## src/rtl/refclk_pkg.sv

```systemverilog
package refclk_pkg;
   typedef enum logic [1:0] {
      RATE_8K   = 2'b00,
      RATE_1M5  = 2'b01,
      RATE_2M0  = 2'b10,
      RATE_19M4 = 2'b11
   } rate_e;

   localparam int unsigned NUM_RATES  = 4;
   localparam int unsigned NUM_INPUTS = 2;
endpackage

```

## src/rtl/refclk_edge_sync.sv

```systemverilog
module refclk_edge_sync #(
   parameter int unsigned STAGES = 2
) (
   input  logic clk,
   input  logic rst_n,
   input  logic din,
   output logic rise,
   output logic fall
);
   if (STAGES < 2) begin : g_bad_stages
      $error("refclk_edge_sync: STAGES must be at least 2");
   end

   // STAGES synchronizer flops plus one history flop
   logic [STAGES:0] chain;

   always_ff @(posedge clk or negedge rst_n) begin
      if (!rst_n) chain <= '0;
      else        chain <= {chain[STAGES-1:0], din};
   end

   assign rise =  chain[STAGES-1] & ~chain[STAGES];
   assign fall = ~chain[STAGES-1] &  chain[STAGES];
endmodule

```

## src/rtl/refclk_period_class.sv

```systemverilog
module refclk_period_class
   import refclk_pkg::*;
#(
   parameter int unsigned RATE0_MIN = 60,
   parameter int unsigned RATE0_MAX = 80,
   parameter int unsigned RATE1_MIN = 15,
   parameter int unsigned RATE1_MAX = 19,
   parameter int unsigned RATE2_MIN = 10,
   parameter int unsigned RATE2_MAX = 13,
   parameter int unsigned RATE3_MIN = 4,
   parameter int unsigned RATE3_MAX = 6,
   parameter int unsigned TIMEOUT   = 96,
   parameter int unsigned STREAK    = 3
) (
   input  logic  clk,
   input  logic  rst_n,
   input  logic  rise,
   input  logic  fall,
   output logic  ok,
   output rate_e rate,
   output logic  stb
);
   localparam int unsigned CNT_W = $clog2(TIMEOUT + 1);
   localparam int unsigned STK_W = $clog2(STREAK + 1);
   localparam int unsigned LO [NUM_RATES] = '{RATE0_MIN, RATE1_MIN, RATE2_MIN, RATE3_MIN};
   localparam int unsigned HI [NUM_RATES] = '{RATE0_MAX, RATE1_MAX, RATE2_MAX, RATE3_MAX};

   logic [CNT_W-1:0] cnt;
   logic [STK_W-1:0] streak;
   logic             seen;
   logic             hit;
   rate_e            hit_rate;
   rate_e            cand;

   // window match on the running count, used when a rising edge closes a period
   always_comb begin
      hit      = 1'b0;
      hit_rate = RATE_8K;
      for (int i = 0; i < int'(NUM_RATES); i++) begin
         if (32'(cnt) >= LO[i] && 32'(cnt) <= HI[i]) begin
            hit      = 1'b1;
            hit_rate = rate_e'(i[1:0]);
         end
      end
   end

   always_ff @(posedge clk or negedge rst_n) begin
      if (!rst_n) begin
         cnt    <= '0;
         streak <= '0;
         seen   <= 1'b0;
         cand   <= RATE_8K;
         ok     <= 1'b0;
      end else if (rise) begin
         cnt  <= CNT_W'(1);
         seen <= 1'b1;
         if (seen) begin
            if (hit && hit_rate == cand && streak != '0) begin
               if (32'(streak) < STREAK) streak <= streak + 1'b1;
               if (32'(streak) >= STREAK - 1) ok <= 1'b1;
            end else if (hit) begin
               cand   <= hit_rate;
               streak <= STK_W'(1);
               ok     <= 1'b0;
            end else begin
               streak <= '0;
               ok     <= 1'b0;
            end
         end
      end else if (32'(cnt) >= TIMEOUT) begin
         seen   <= 1'b0;
         streak <= '0;
         ok     <= 1'b0;
      end else begin
         cnt <= cnt + 1'b1;
      end
   end

   assign rate = cand;
   assign stb  = ok & ((cand == RATE_19M4) ? rise : fall);
endmodule

```

## src/rtl/refclk_select.sv

```systemverilog
module refclk_select
   import refclk_pkg::*;
(
   input  logic       clk,
   input  logic       rst_n,
   input  logic       sel_pin,
   input  logic [1:0] stb_in,
   input  rate_e      rate0,
   input  rate_e      rate1,
   output logic       out_stb,
   output rate_e      out_rate,
   output logic       sel_now
);
   always_ff @(posedge clk or negedge rst_n) begin
      if (!rst_n) begin
         sel_now  <= 1'b0;
         out_stb  <= 1'b0;
         out_rate <= RATE_8K;
      end else begin
         sel_now  <= sel_pin;
         out_rate <= sel_pin ? rate1 : rate0;
         // a change blanks the strobe; the next one comes from an edge of the new input
         out_stb  <= (sel_pin == sel_now) & stb_in[sel_now];
      end
   end
endmodule

```

## src/rtl/dual_ref_classifier.sv

```systemverilog
module dual_ref_classifier
   import refclk_pkg::*;
#(
   parameter int unsigned SYNC_STAGES = 2,
   parameter int unsigned RATE0_MIN   = 60,
   parameter int unsigned RATE0_MAX   = 80,
   parameter int unsigned RATE1_MIN   = 15,
   parameter int unsigned RATE1_MAX   = 19,
   parameter int unsigned RATE2_MIN   = 10,
   parameter int unsigned RATE2_MAX   = 13,
   parameter int unsigned RATE3_MIN   = 4,
   parameter int unsigned RATE3_MAX   = 6,
   parameter int unsigned TIMEOUT     = 96,
   parameter int unsigned STREAK      = 3
) (
   input  logic       clk,
   input  logic       rst_n,
   input  logic       pri_ref,
   input  logic       sec_ref,
   input  logic       ref_sel,
   output logic       sel_stb,
   output logic [1:0] sel_rate,
   output logic       pri_ok,
   output logic       sec_ok
);
   if (!(RATE3_MIN >= 4 && RATE3_MIN <= RATE3_MAX && RATE3_MAX < RATE2_MIN &&
         RATE2_MIN <= RATE2_MAX && RATE2_MAX < RATE1_MIN &&
         RATE1_MIN <= RATE1_MAX && RATE1_MAX < RATE0_MIN &&
         RATE0_MIN <= RATE0_MAX && RATE0_MAX < TIMEOUT)) begin : g_bad_windows
      $error("dual_ref_classifier: windows must be ordered, disjoint and below TIMEOUT");
   end
   if (STREAK < 1) begin : g_bad_streak
      $error("dual_ref_classifier: STREAK must be at least 1");
   end

   logic [NUM_INPUTS-1:0] ref_v;
   logic [NUM_INPUTS-1:0] rise_v;
   logic [NUM_INPUTS-1:0] fall_v;
   logic [NUM_INPUTS-1:0] ok_v;
   logic [NUM_INPUTS-1:0] stb_v;
   rate_e                 rate_v [NUM_INPUTS];
   rate_e                 out_rate;
   logic                  sel_now;

   assign ref_v = {sec_ref, pri_ref};

   for (genvar g = 0; g < int'(NUM_INPUTS); g++) begin : g_in
      refclk_edge_sync #(.STAGES(SYNC_STAGES)) u_sync (
         .clk  (clk),
         .rst_n(rst_n),
         .din  (ref_v[g]),
         .rise (rise_v[g]),
         .fall (fall_v[g])
      );
      refclk_period_class #(
         .RATE0_MIN(RATE0_MIN), .RATE0_MAX(RATE0_MAX),
         .RATE1_MIN(RATE1_MIN), .RATE1_MAX(RATE1_MAX),
         .RATE2_MIN(RATE2_MIN), .RATE2_MAX(RATE2_MAX),
         .RATE3_MIN(RATE3_MIN), .RATE3_MAX(RATE3_MAX),
         .TIMEOUT(TIMEOUT), .STREAK(STREAK)
      ) u_class (
         .clk  (clk),
         .rst_n(rst_n),
         .rise (rise_v[g]),
         .fall (fall_v[g]),
         .ok   (ok_v[g]),
         .rate (rate_v[g]),
         .stb  (stb_v[g])
      );
   end

   refclk_select u_sel (
      .clk     (clk),
      .rst_n   (rst_n),
      .sel_pin (ref_sel),
      .stb_in  (stb_v),
      .rate0   (rate_v[0]),
      .rate1   (rate_v[1]),
      .out_stb (sel_stb),
      .out_rate(out_rate),
      .sel_now (sel_now)
   );

   assign sel_rate = out_rate;
   assign pri_ok   = ok_v[0];
   assign sec_ok   = ok_v[1];
endmodule

```

## config.mk

```make
export PLATFORM = sky130hd
export DESIGN_NAME = dual_ref_classifier
export DESIGN_NICKNAME = d
export VERILOG_FILES = /design/src/rtl/refclk_pkg.sv /design/src/rtl/refclk_edge_sync.sv /design/src/rtl/refclk_period_class.sv /design/src/rtl/refclk_select.sv /design/src/rtl/dual_ref_classifier.sv
export SDC_FILE = /design/constraint.sdc
export NUM_CORES = 1
export LEC_CHECK = 0
export ABC_AREA = 1
export BUFFER_PORTS_ARGS = -buffer_cell sky130_fd_sc_hd__buf_2
export CORE_ASPECT_RATIO = 2
export CORE_MARGIN = 5
export CORE_UTILIZATION = 65
export CTS_CLUSTER_DIAMETER = 80
export CTS_CLUSTER_SIZE = 14
export DETAILED_ROUTE_END_ITERATION = 7
export PLACE_DENSITY = 0.83
export SYNTH_ARGS = -nofsm -noshare
export SYNTH_HDL_FRONTEND = slang
export SYNTH_HIERARCHICAL = 1
export SYNTH_SLANG_ARGS = --single-unit
```

## constraint.sdc

```tcl
create_clock -name clk -period 2.6 [get_ports clk]
set_input_delay 0.52 -clock clk [delete_from_list [all_inputs] [get_ports clk]]
set_output_delay 0.52 -clock clk [all_outputs]
set_load 0.005 [all_outputs]
```

==> flow_metrics.env, run 1 <==
export IMPL_slowest_stage="dfrtp_1"
export IMPL_drt_antenna_violating_nets=0
export IMPL_place_port_buffers=9
export IMPL_std_cell_rows=30
export IMPL_cts_htree_levels=2
export IMPL_critical_path_depth=15
export IMPL_timing_rr_end="g_in[1].u_class/rate[1]$_DFFE_PN0P_"
export IMPL_muxShareOfSynthArea=0
export IMPL_worst_skew_pair_late_latency_ps=290
export IMPL_wirelength_um=4980
export IMPL_power_density_nw_per_um2=956
export IMPL_fin_worst_hold_slack_ps=310
export IMPL_min_period_over_period=0.742
export IMPL_first_pass_grt_wire_length_um=8730
export IMPL_synth_simple_gate_area_share=0.328
export IMPL_critical_path_buf_inv_count=3
export IMPL_dp_hpwl_um=3740
export IMPL_cts_hold_fix_buffers=0
export IMPL_pin_count_of_the_biggest_net_entering_global_routing=37
export IMPL_timing_critical_path_max_delay_family="simple AND/OR/NAND/NOR gates"
export IMPL_drt_first_iter_violations=76
export IMPL_clock_skew_ps=8.84
export IMPL_first_global_vias=2043
export IMPL_hold_violations=0
export IMPL_largest_family_of_logic_cells_by_synthesized_area="simple AND/OR/NAND/NOR gates"
export IMPL_grt_overflow_total=0
export IMPL_critical_path_startpoint_type="flip-flop"
export IMPL_tritoncts_num_buffers=5
export IMPL_synth_seq_area_share=0.389
export IMPL_yosys_warnings=6
export IMPL_r2r_slack_ps=670
export IMPL_total_of_flip_flops_plus_latches_after_synthesis=36
export IMPL_area_growth_syn_to_layout_pct=9.98
export IMPL_slew_violations=0
export IMPL_path_class="flip-flop to flip-flop"
export IMPL_syn_area_um2=2320
export IMPL_tns_ps=0
export IMPL_syn_mean_instance_area_um2=7.29
export IMPL_post_synth_xor_area_fraction=0
export IMPL_drv_max_cap_violation_count=0
export IMPL_worst_slack_ps=671
export IMPL_design_core_area_um2=3420
export IMPL_initial_antenna_violation_count=0
export IMPL_worst_setup_hold_path_clk_slew_ps=70
export IMPL_max_stage_delay_ps=420
export IMPL_peakVddDrop_v=0.000704
export IMPL_per_cell_routed_wire_length_um=12.9
export IMPL_routed_via_count=2056
export IMPL_gp_routability_congestion=0.986
export IMPL_grt_setup_unrepaired="false"
export IMPL_ios=10
export IMPL_finish_utilization=0.747
export IMPL_viasPerCell=5.34
export IMPL_clock_sinks=36
export IMPL_synth_compound_gate_area_share=0.132
export IMPL_timing_critical_path_arrival_ps=2140
export IMPL_postCtsSetupRepairBufs=0
export IMPL_largest_fanout_on_the_critical_path=5
export IMPL_clk_path_buf_depth=2
export IMPL_path_common_cell="nand2_1"
export IMPL_synth_cells=318
export IMPL_drive_gt1_frac=0.205
export IMPL_total_die_area_um2=4930
export IMPL_antennaDiodeCount=0
export IMPL_cts_tree="built"
export IMPL_report_final_setup_viol=0
export IMPL_reg2reg_depth=15
export IMPL_tightest_slew_ps=781
export IMPL_synthesis_nets=335
export IMPL_fp_dieH_um=94.5
export IMPL_clock_root_buffer_master="clkbuf_8"
export IMPL_synth_cell_types=21
export IMPL_critPathRequiredTime_ps=2810
export IMPL_critical_path_endpoint_type="flip-flop"
export IMPL_post_layout_nets=353
export IMPL_grt_use_total=0.236
export IMPL_rr_startpoint="g_in[1].u_class/cnt[1]$_DFFE_PN0P_"
export IMPL_hp_class="input port to async pin"
export IMPL_cts_repair_resize_count=0
export IMPL_fin_crit_ps=1930
export IMPL_run_status="finished clean"
export IMPL_max_freq_mhz=518
export IMPL_detailedRoute_firstPassIterationCount=4
export IMPL_yosys_area_share_adder=0.0648
export IMPL_initial_core_util=0.679
export IMPL_floorplan_die_width_um=52.2
export IMPL_drcViolationCount=0
export IMPL_slew_limit_headroom=0.479
export IMPL_dp_worst_setup_slack_ps=814
export IMPL_power_leakage_uw=0.00131
export IMPL_critical_path_cell_chain="inv_1 > ha_1 > nand2_1 > nand2_1 > nor2_1 > nor2_1 > nor2_1 > nand2_2 > o21ai_1 > inv_1 > nand2_1 > inv_2 > nand2_1 > nand2_1 > o21ai_1"
## cell families (layout without fill, tap and decap cells)
logic type                 Yosys count  in the layout
and+or+nand+nor                    162            162
adders and majority gates           12             12
buffers and inverters               54             73
AOI/OAI and AO/OA                   54             54
DFF                                 36             36
## through the flow
step / cell area, um^2 / std cells / total power (uW)
global route: 2550 / 385 / 2650
global placement: 2440 / 377 / 1900
detailed placement: 2440 / 377 / 1930
CTS: 2550 / 385 / 2440
floorplan: 2320 / 318 / 1700
finish: 2550 / 385 / 2440
## routing by layer
layer,track usage,wire (um),vias to the layer above,share of wire
li1,-,-,1048,-
met5,0,0,-,0
met2,0.422,2740,49,0.55
met1,0.245,1840,937,0.37
met3,0.0332,143,22,0.029
met4,0.151,259,0,0.052
## flip-flops by register name (all words and copies together), names as in the netlist
signal	count
g_in.u_class/cnt	14
g_in.u_class/ok	2
g_in.u_class/rate	4
g_in.u_class/seen	2
g_in.u_class/streak	4
g_in.u_sync/chain	6
u_sel/out_rate	2
u_sel/out_stb	1
u_sel/sel_now	1
## layout by cell type, fill, tap and decap left out
cell and n:
buf_4 2, buf_2 9, a311oi_1 2, nand3_2 6, nand3_1 17, nand2_1 80
bufinv_16 1, nor2_4 2, inv_1 40, nor2_1 29, clkbuf_8 5, a21oi_2 4
nor3_1 4, inv_2 14, nand2_2 8, dfrtp_1 36, nor2_2 12, o21ai_0 18
a21oi_1 14, clkinvlp_4 1, nor4_1 2, o21ai_2 2, a31oi_1 4, clkinv_2 1
nand4_2 2, o21ai_1 10, ha_1 12
## worst max path at each step
stage,start,to,slack [ps]
finish,g_in[1].u_class/cnt[1]$_DFFE_PN0P_,g_in[1].u_class/rate[1]$_DFFE_PN0P_,670
global route,g_in[1].u_class/cnt[1]$_DFFE_PN0P_,g_in[1].u_class/rate[1]$_DFFE_PN0P_,430
CTS,g_in[1].u_class/cnt[1]$_DFFE_PN0P_,g_in[1].u_class/rate[1]$_DFFE_PN0P_,690
detailed placement,g_in[1].u_class/cnt[1]$_DFFE_PN0P_,g_in[1].u_class/rate[1]$_DFFE_PN0P_,810
global placement,g_in[1].u_class/cnt[0]$_DFFE_PN0P_,g_in[1].u_class/streak[0]$_DFFE_PN0P_,850
floorplan,g_in[0].u_class/cnt[1]$_DFFE_PN0P_,g_in[0].u_class/streak[0]$_DFFE_PN0P_,990
## Yosys cell counts
library cell  number  area [um^2]
nor2_1            29          109
a21oi_2            4         35.0
nand4_2            2         25.0
a21oi_1           14         70.1
nand3_2            6         60.1
nand2_2            8         50.1
nor3_1             4         20.0
nor2_4             2         22.5
nor2_2            12         75.1
o21ai_1           10         50.1
dfrtp_1           36          901
a31oi_1            4         25.0
o21ai_2            2         17.5
nand3_1           17         85.1
inv_2             14         52.6
ha_1              12          150
o21ai_0           18         90.1
a311oi_1           2         17.5
nor4_1             2         12.5
nand2_1           80          300
inv_1             40          150
## cell type report
cell class | instances | area, um^2
repair buffers | 11 | 60.1
multi-input cells | 228 | 1210
inverters | 54 | 203
fillers | 282 | 866
well taps | 48 | 60.1
flip-flops and latches | 36 | 901
clock inverters | 3 | 42.5
clock buffers | 5 | 68.8
## power breakdown
group          internal [uW]  switching (uW)  total [uW]
sequential               684             176         860
clock                    284             204         487
combinational            380             711        1090
total                   1350            1090        2440
(Power assumes the default switching activity.)
==> inputs of run 2 (changes only) <==
--- a/config.mk
+++ b/config.mk
@@ -9,11 +9,11 @@
 export BUFFER_PORTS_ARGS = -buffer_cell sky130_fd_sc_hd__buf_2
 export CORE_ASPECT_RATIO = 2
 export CORE_MARGIN = 5
-export CORE_UTILIZATION = 65
+export CORE_UTILIZATION = 61
 export CTS_CLUSTER_DIAMETER = 80
 export CTS_CLUSTER_SIZE = 14
 export DETAILED_ROUTE_END_ITERATION = 7
-export PLACE_DENSITY = 0.83
+export PLACE_DENSITY = 0.79
 export SYNTH_ARGS = -nofsm -noshare
 export SYNTH_HDL_FRONTEND = slang
 export SYNTH_HIERARCHICAL = 1
==> constraint.sdc (replaced) <==
create_clock -name clk -period 1.8 [get_ports clk]
set_input_delay 0.36 -clock clk [delete_from_list [all_inputs] [get_ports clk]]
set_output_delay 0.36 -clock clk [all_outputs]
set_load 0.005 [all_outputs]
==> run 2 against run 1 <==
  * Die area up 5.6%
  * Wire length is 13% higher
  * Setup slack lost 620 ps
  * Clock-buffer cell count rose by 1
  * First-iteration DRC count decreased by 7.9%
  * Cell area increased by 10%
  * Hold slack lost 210 ps
  * Sequential cell count unchanged
  * Sequential power up 49%
  * Clock power grew 20%
==> flow_metrics.env, run 2 (same netlist as run 1, synthesis figures left out) <==
export IMPL_r2r_slack_ps=50
export IMPL_cts_htree_levels=2
export IMPL_gp_routability_congestion=0.865
export IMPL_cts_hold_fix_buffers=0
export IMPL_registers_top_by_ff_count="g_in.u_class/cnt"
export IMPL_drt_first_iter_violations=70
export IMPL_mostFrequentLayoutCells="nand2_1, inv_1, dfrtp_1"
export IMPL_clk_path_buf_depth=2
export IMPL_timing_critical_path_arrival_ps=1960
export IMPL_final_seq_area_um2=911
export IMPL_total_design_power_uw=3860
export IMPL_tritoncts_num_buffers=5
export IMPL_routed_via_count=2151
export IMPL_postPlaceCellArea_um2=2510
export IMPL_fill_cells=300
export IMPL_viasPerCell=5.39
export IMPL_drv_max_cap_violation_count=0
export IMPL_std_cell_rows=31
export IMPL_first_global_vias=2141
export IMPL_detailedRoute_firstPassIterationCount=4
export IMPL_hp_class="input port to async pin"
export IMPL_worst_setup_hold_path_clk_slew_ps=70
export IMPL_clock_sinks=36
export IMPL_tightest_slew_ps=445
export IMPL_cts_tree="built"
export IMPL_reg2reg_depth=15
export IMPL_power_leakage_uw=0.00139
export IMPL_clock_root_buffer_master="clkbuf_8"
export IMPL_fin_worst_hold_slack_ps=101
export IMPL_finish_instance_area_um2=2810
export IMPL_power_density_nw_per_um2=1370
export IMPL_grt_setup_unrepaired="true"
export IMPL_grt_overflow_total=0
export IMPL_clock_skew_ps=1.92
export IMPL_ios=10
export IMPL_critPathRequiredTime_ps=2010
export IMPL_peakVddDrop_v=0.00126
export IMPL_report_final_setup_viol=0
export IMPL_wirelength_um=5620
export IMPL_run_status="finished clean"
export IMPL_grt_use_total=0.234
export IMPL_layout_commonest_cell="nand2_1"
export IMPL_footprint_of_the_multi_input_gates_um2=1390
export IMPL_critical_path_startpoint_type="flip-flop"
export IMPL_slew_limit_headroom=0.703
export IMPL_place_port_buffers=9
export IMPL_hold_violations=0
export IMPL_drcViolationCount=0
export IMPL_rr_startpoint="g_in[1].u_class/cnt[1]$_DFFE_PN0P_"
export IMPL_finish_utilization=0.772
export IMPL_per_cell_routed_wire_length_um=14.1
export IMPL_pin_count_of_the_biggest_net_entering_global_routing=37
export IMPL_floorplan_die_width_um=53.6
export IMPL_slew_violations=0
export IMPL_critical_path_endpoint_type="flip-flop"
export IMPL_design_core_area_um2=3650
export IMPL_area_growth_syn_to_layout_pct=21.4
export IMPL_total_die_area_um2=5210
export IMPL_path_class="flip-flop to flip-flop"
export IMPL_tns_ps=0
export IMPL_min_period_over_period=0.970
export IMPL_dp_hpwl_um=4080
export IMPL_largest_fanout_on_the_critical_path=5
export IMPL_antennaDiodeCount=0
export IMPL_worst_skew_pair_late_latency_ps=280
export IMPL_drt_antenna_violating_nets=0
export IMPL_drive_gt1_frac=0.354
export IMPL_max_freq_mhz=572
export IMPL_largest_register_ff_count=14
export IMPL_post_layout_nets=366
export IMPL_initial_core_util=0.636
export IMPL_first_pass_grt_wire_length_um=9130
export IMPL_largest_registers="g_in.u_class/cnt: 14 flops, g_in.u_sync/chain: 6 flops"
export IMPL_timing_rr_end="g_in[1].u_class/rate[1]$_DFFE_PN0P_"
export IMPL_initial_antenna_violation_count=0
export IMPL_fp_dieH_um=97.2
export IMPL_fin_crit_ps=1750
[run 2: report_power, final]
group          switching, uW  internal (uW)
clock                    279            305
sequential               277           1000
combinational           1220            777
[run 2: worst max path at each step]
| stage | from | end | slack (ps) | depth (start not counted) |
|---|---|---|---|---|
| after global routing | g_in[0].u_class/cnt[0]$_DFFE_PN0P_ | g_in[0].u_class/rate[1]$_DFFE_PN0P_ | -80 | 14 |
| after floorplan | g_in[0].u_class/cnt[1]$_DFFE_PN0P_ | g_in[0].u_class/streak[0]$_DFFE_PN0P_ | 190 | 14 |
| after detailed placement | g_in[1].u_class/cnt[1]$_DFFE_PN0P_ | g_in[1].u_class/streak[0]$_DFFE_PN0P_ | 40 | 14 |
| after CTS | g_in[1].u_class/cnt[1]$_DFFE_PN0P_ | g_in[1].u_class/rate[1]$_DFFE_PN0P_ | 20 | 15 |
| final | g_in[1].u_class/cnt[1]$_DFFE_PN0P_ | g_in[1].u_class/rate[1]$_DFFE_PN0P_ | 50 | 15 |
| after global placement | g_in[0].u_class/cnt[0]$_DFFE_PN0P_ | g_in[0].u_class/streak[0]$_DFFE_PN0P_ | 50 | 14 |
[run 2: worst max-delay path: stages (launching register included)]
cell     delay [ps]
dfrtp_2         450
inv_2            80
ha_4            170
nand2_4          70
nand2_2          50
nor2_1           90
nor2_1           60
nor2_2          130
nand2_2          90
o21ai_1         110
inv_1            80
nand2_1          70
inv_2            50
nand2_2          70
nand2_1          50
o21ai_1          60
[run 2: cell type report]
type / count / share of cell area
multi-input cells: 228 / 0.492
clock buffers: 6 / 0.0293
flip-flops and latches: 36 / 0.324
inverters: 54 / 0.0720
clock inverters: 2 / 0.00356
well taps: 49 / 0.0218
repair buffers: 24 / 0.0574
[run 2: per-layer routing]
layer	up-vias	wire, um	GRT usage
li1	1062	-	-
met1	1027	1920	0.234
met2	37	3230	0.420
met3	25	104	0.0338
met4	0	361	0.144
met5	-	0	0
[run 2: what timing repair did]
| action | 4_1_cts | 5_1_grt |
|---|---|---|
| gates resized for setup | 0 | 56 |
| endpoints found under the setup margin | 0 | 10 |
| endpoints found under the hold margin | 0 | 0 |
| setup buffers | 0 | 4 |
[run 2: through the flow]
stage / setup slack (ps) / std cells
floorplan: 189 / 318
global placement: 53.4 / 387
detailed placement: 41.2 / 387
CTS: 21.5 / 395
global route: -80.4 / 399
finish: 53.2 / 399
==> inputs of run 3 (changes only) <==
--- a/config.mk
+++ b/config.mk
@@ -16,5 +16,4 @@
 export PLACE_DENSITY = 0.79
 export SYNTH_ARGS = -nofsm -noshare
 export SYNTH_HDL_FRONTEND = slang
-export SYNTH_HIERARCHICAL = 1
 export SYNTH_SLANG_ARGS = --single-unit
==> run 3 against run 2 <==
  * Combinational power up 4%
  * First-iteration DRC count shrank 26%
  * Setup slack got worse by 32 ps
  * Sequential power grew 4%
  * Non-clock buffer count up 4
  * Hold slack better by 38 ps
  * Synthesized cell count down 6.3%
  * Utilization rose by 0.59 points
  * Cell area is 5.6% lower
  * Critical path type unchanged
  * Largest power group unchanged
==> flow_metrics.env, run 3 <==
export IMPL_run_status="finished clean"
export IMPL_gp_routability_congestion=0.955
export IMPL_antennaDiodeCount=0
export IMPL_synth_seq_area_share=0.415
export IMPL_place_port_buffers=9
export IMPL_power_density_nw_per_um2=1560
export IMPL_yosys_area_top_type_share=0.415
export IMPL_clock_root_buffer_master="clkbuf_8"
export IMPL_drt_first_iter_violations=52
export IMPL_synth_area_leader="dfrtp_1"
export IMPL_drv_max_cap_violation_count=0
export IMPL_worst_skew_pair_late_latency_ps=290
export IMPL_cts_htree_levels=2
export IMPL_critPathRequiredTime_ps=1990
export IMPL_cts_hold_fix_buffers=0
export IMPL_detailroute_wirelength_met3_um=164
export IMPL_min_period_over_period=0.988
export IMPL_area_growth_syn_to_layout_pct=22.3
export IMPL_synth_cells=298
export IMPL_tns_ps=0
export IMPL_slew_limit_headroom=0.477
export IMPL_clk_path_buf_depth=2
export IMPL_detailedRoute_firstPassIterationCount=4
export IMPL_slew_violations=0
export IMPL_registers_top_by_ff_count="g_in.u_class.cnt"
export IMPL_initial_core_util=0.636
export IMPL_fin_worst_hold_slack_ps=139
export IMPL_initial_antenna_violation_count=0
export IMPL_critical_path_startpoint_type="flip-flop"
export IMPL_syn_mean_instance_area_um2=7.29
export IMPL_number_of_enable_flip_flop_cells_after_synthesis=0
export IMPL_timing_critical_path_arrival_ps=1970
export IMPL_timing_rr_end="g_in[0].u_class.rate[1]$_DFFE_PN0P_"
export IMPL_total_die_area_um2=4930
export IMPL_synth_flop_cell="dfrtp_1"
export IMPL_total_of_flip_flops_plus_latches_after_synthesis=36
export IMPL_r2r_slack_ps=20
export IMPL_layout_commonest_cell="nand2_1"
export IMPL_cts_tree="built"
export IMPL_power_leakage_uw=0.00139
export IMPL_critical_path_endpoint_type="flip-flop"
export IMPL_hold_violations=0
export IMPL_placed_insts=365
export IMPL_report_final_setup_viol=0
export IMPL_drt_antenna_violating_nets=0
export IMPL_rr_startpoint="g_in[0].u_class.cnt[1]$_DFFE_PN0P_"
export IMPL_path_class="flip-flop to flip-flop"
export IMPL_grt_setup_unrepaired="true"
export IMPL_fp_dieH_um=94.4
export IMPL_synth_most_common_cell="nand2_1"
export IMPL_dp_hpwl_um=3590
export IMPL_clock_skew_ps=10.7
export IMPL_wirelength_um=5300
export IMPL_met2_length_um=3080
export IMPL_grt_use_total=0.220
export IMPL_first_pass_grt_wire_length_um=8140
export IMPL_syn_area_um2=2170
export IMPL_final_cells=381
export IMPL_floorplan_die_width_um=52.2
export IMPL_reg2reg_depth=14
export IMPL_ys_top_cells_by_area="dfrtp_1, nand2_1, inv_1"
export IMPL_peakVddDrop_v=0.00105
export IMPL_viasPerCell=5.35
export IMPL_synth_cell_types=23
export IMPL_post_layout_nets=349
export IMPL_synth_cells_most_frequent="nand2_1, inv_1, dfrtp_1"
export IMPL_post_route_met1_wirelength_um=1910
export IMPL_fin_crit_ps=1780
export IMPL_total_design_power_uw=4140
export IMPL_mostFrequentLayoutCells="nand2_1, inv_1, nor2_1, dfrtp_1, o21ai_0"
export IMPL_drcViolationCount=0
export IMPL_per_cell_routed_wire_length_um=13.9
export IMPL_highest_metal_layer_with_signal_wires="met4"
export IMPL_synthesis_nets=315
export IMPL_max_freq_mhz=562
export IMPL_worst_setup_hold_path_clk_slew_ps=80
export IMPL_clock_sinks=36
export IMPL_largest_registers="g_in.u_class.cnt: 14 flops, g_in.u_sync.chain: 6 flops"
export IMPL_asyncSetResetFlopFracSynth=1.00
export IMPL_largest_register_ff_count=14
export IMPL_design_core_area_um2=3420
export IMPL_largest_fanout_on_the_critical_path=5
export IMPL_hp_class="input port to async pin"
export IMPL_pin_count_of_the_biggest_net_entering_global_routing=37
export IMPL_grt_overflow_total=0
export IMPL_drive_gt1_frac=0.273
export IMPL_ios=10
export IMPL_tritoncts_num_buffers=5
export IMPL_routed_via_count=2039
export IMPL_yosys_warnings=0
export IMPL_std_cell_rows=30
export IMPL_tightest_slew_ps=785
export IMPL_first_global_vias=1907
run 3: changes by cell type after synthesis, sizes merged, moves of 2 or more:
cell,delta
o22ai,+2
nand4,+5
a31oi,-3
nand2,-10
a311oi,-2
o21ai,-6
nor2,-3
inv,-3
nand3,+4
a21oi,-7
run 3: final cells by class:
| type | instances | area [um^2] |
|---|---|---|
| Inverter | 51 | 194 |
| Fill cell | 259 | 759 |
| Tap cell | 48 | 60.1 |
| Clock buffer | 5 | 68.8 |
| Multi-Input combinational cell | 210 | 1190 |
| Timing Repair Buffer | 28 | 195 |
| Sequential cell | 36 | 908 |
| Clock inverter | 3 | 42.5 |
run 3: worst max path at each step:
stage	from	endpoint	slack, ps	depth (start not counted)
after floorplan	g_in[1].u_class.cnt[0]$_DFFE_PN0P_	g_in[1].u_class.streak[0]$_DFFE_PN0P_	150	15
after global placement	g_in[1].u_class.cnt[1]$_DFFE_PN0P_	g_in[1].u_class.streak[0]$_DFFE_PN0P_	50	15
after detailed placement	g_in[0].u_class.cnt[1]$_DFFE_PN0P_	g_in[0].u_class.streak[0]$_DFFE_PN0P_	20	14
after CTS	g_in[0].u_class.cnt[1]$_DFFE_PN0P_	g_in[0].u_class.streak[0]$_DFFE_PN0P_	6	14
after global routing	g_in[0].u_class.cnt[1]$_DFFE_PN0P_	g_in[0].u_class.streak[0]$_DFFE_PN0P_	-140	14
final	g_in[0].u_class.cnt[1]$_DFFE_PN0P_	g_in[0].u_class.rate[1]$_DFFE_PN0P_	20	14
run 3: logic make-up (layout without fill, tap and decap cells):
logic type / after synthesis / in the layout / share of synthesized area
compound gates: 40 / 40 / 0.0968
fa+ha+maj: 12 / 12 / 0.0691
buf+inv: 52 / 87 / 0.0916
flops: 36 / 36 / 0.415
simple gates: 158 / 158 / 0.328
run 3: per-layer routing:
layer  global-route usage  vias up
met5                    0        -
li1                     -     1015
met2                0.419       54
met3               0.0363       12
met4                0.107        0
met1                0.217      958
run 3: power breakdown:
part / internal, uW / total [uW] / switching (uW)
Combinational: 846 / 2090 / 1240
Sequential: 1040 / 1330 / 294
Clock: 410 / 718 / 308
Total: 2290 / 4140 / 1850
run 3: through the flow:
step | utilization | instance area, um^2 | worst slack, ps
5_1_grt | 0.778 | 2660 | -141
3_3_place_gp | 0.689 | 2350 | 46.5
3_5_place_dp | 0.689 | 2350 | 24.8
4_1_cts | 0.721 | 2460 | 5.90
6_report | 0.778 | 2660 | 21.1
2_1_floorplan | - | 2170 | 149
run 3: repair_timing:
| item | 4_1_cts | 5_1_grt |
|---|---|---|
| gates resized for setup | 0 | 40 |
| setup endpoints to repair | 0 | 10 |
| buffers inserted | 0 | 8 |
run 3: critical path, stage by stage, from the launching register on:
cell	delay, ps
dfrtp_2	430
inv_4	70
ha_4	150
nor2_1	80
nand2_1	80
nand3_2	150
nand2_2	100
nand2_2	80
nand3_2	70
nor2_2	110
nand3_2	80
nand3_1	130
inv_2	50
nand2_1	60
nand2_1	40
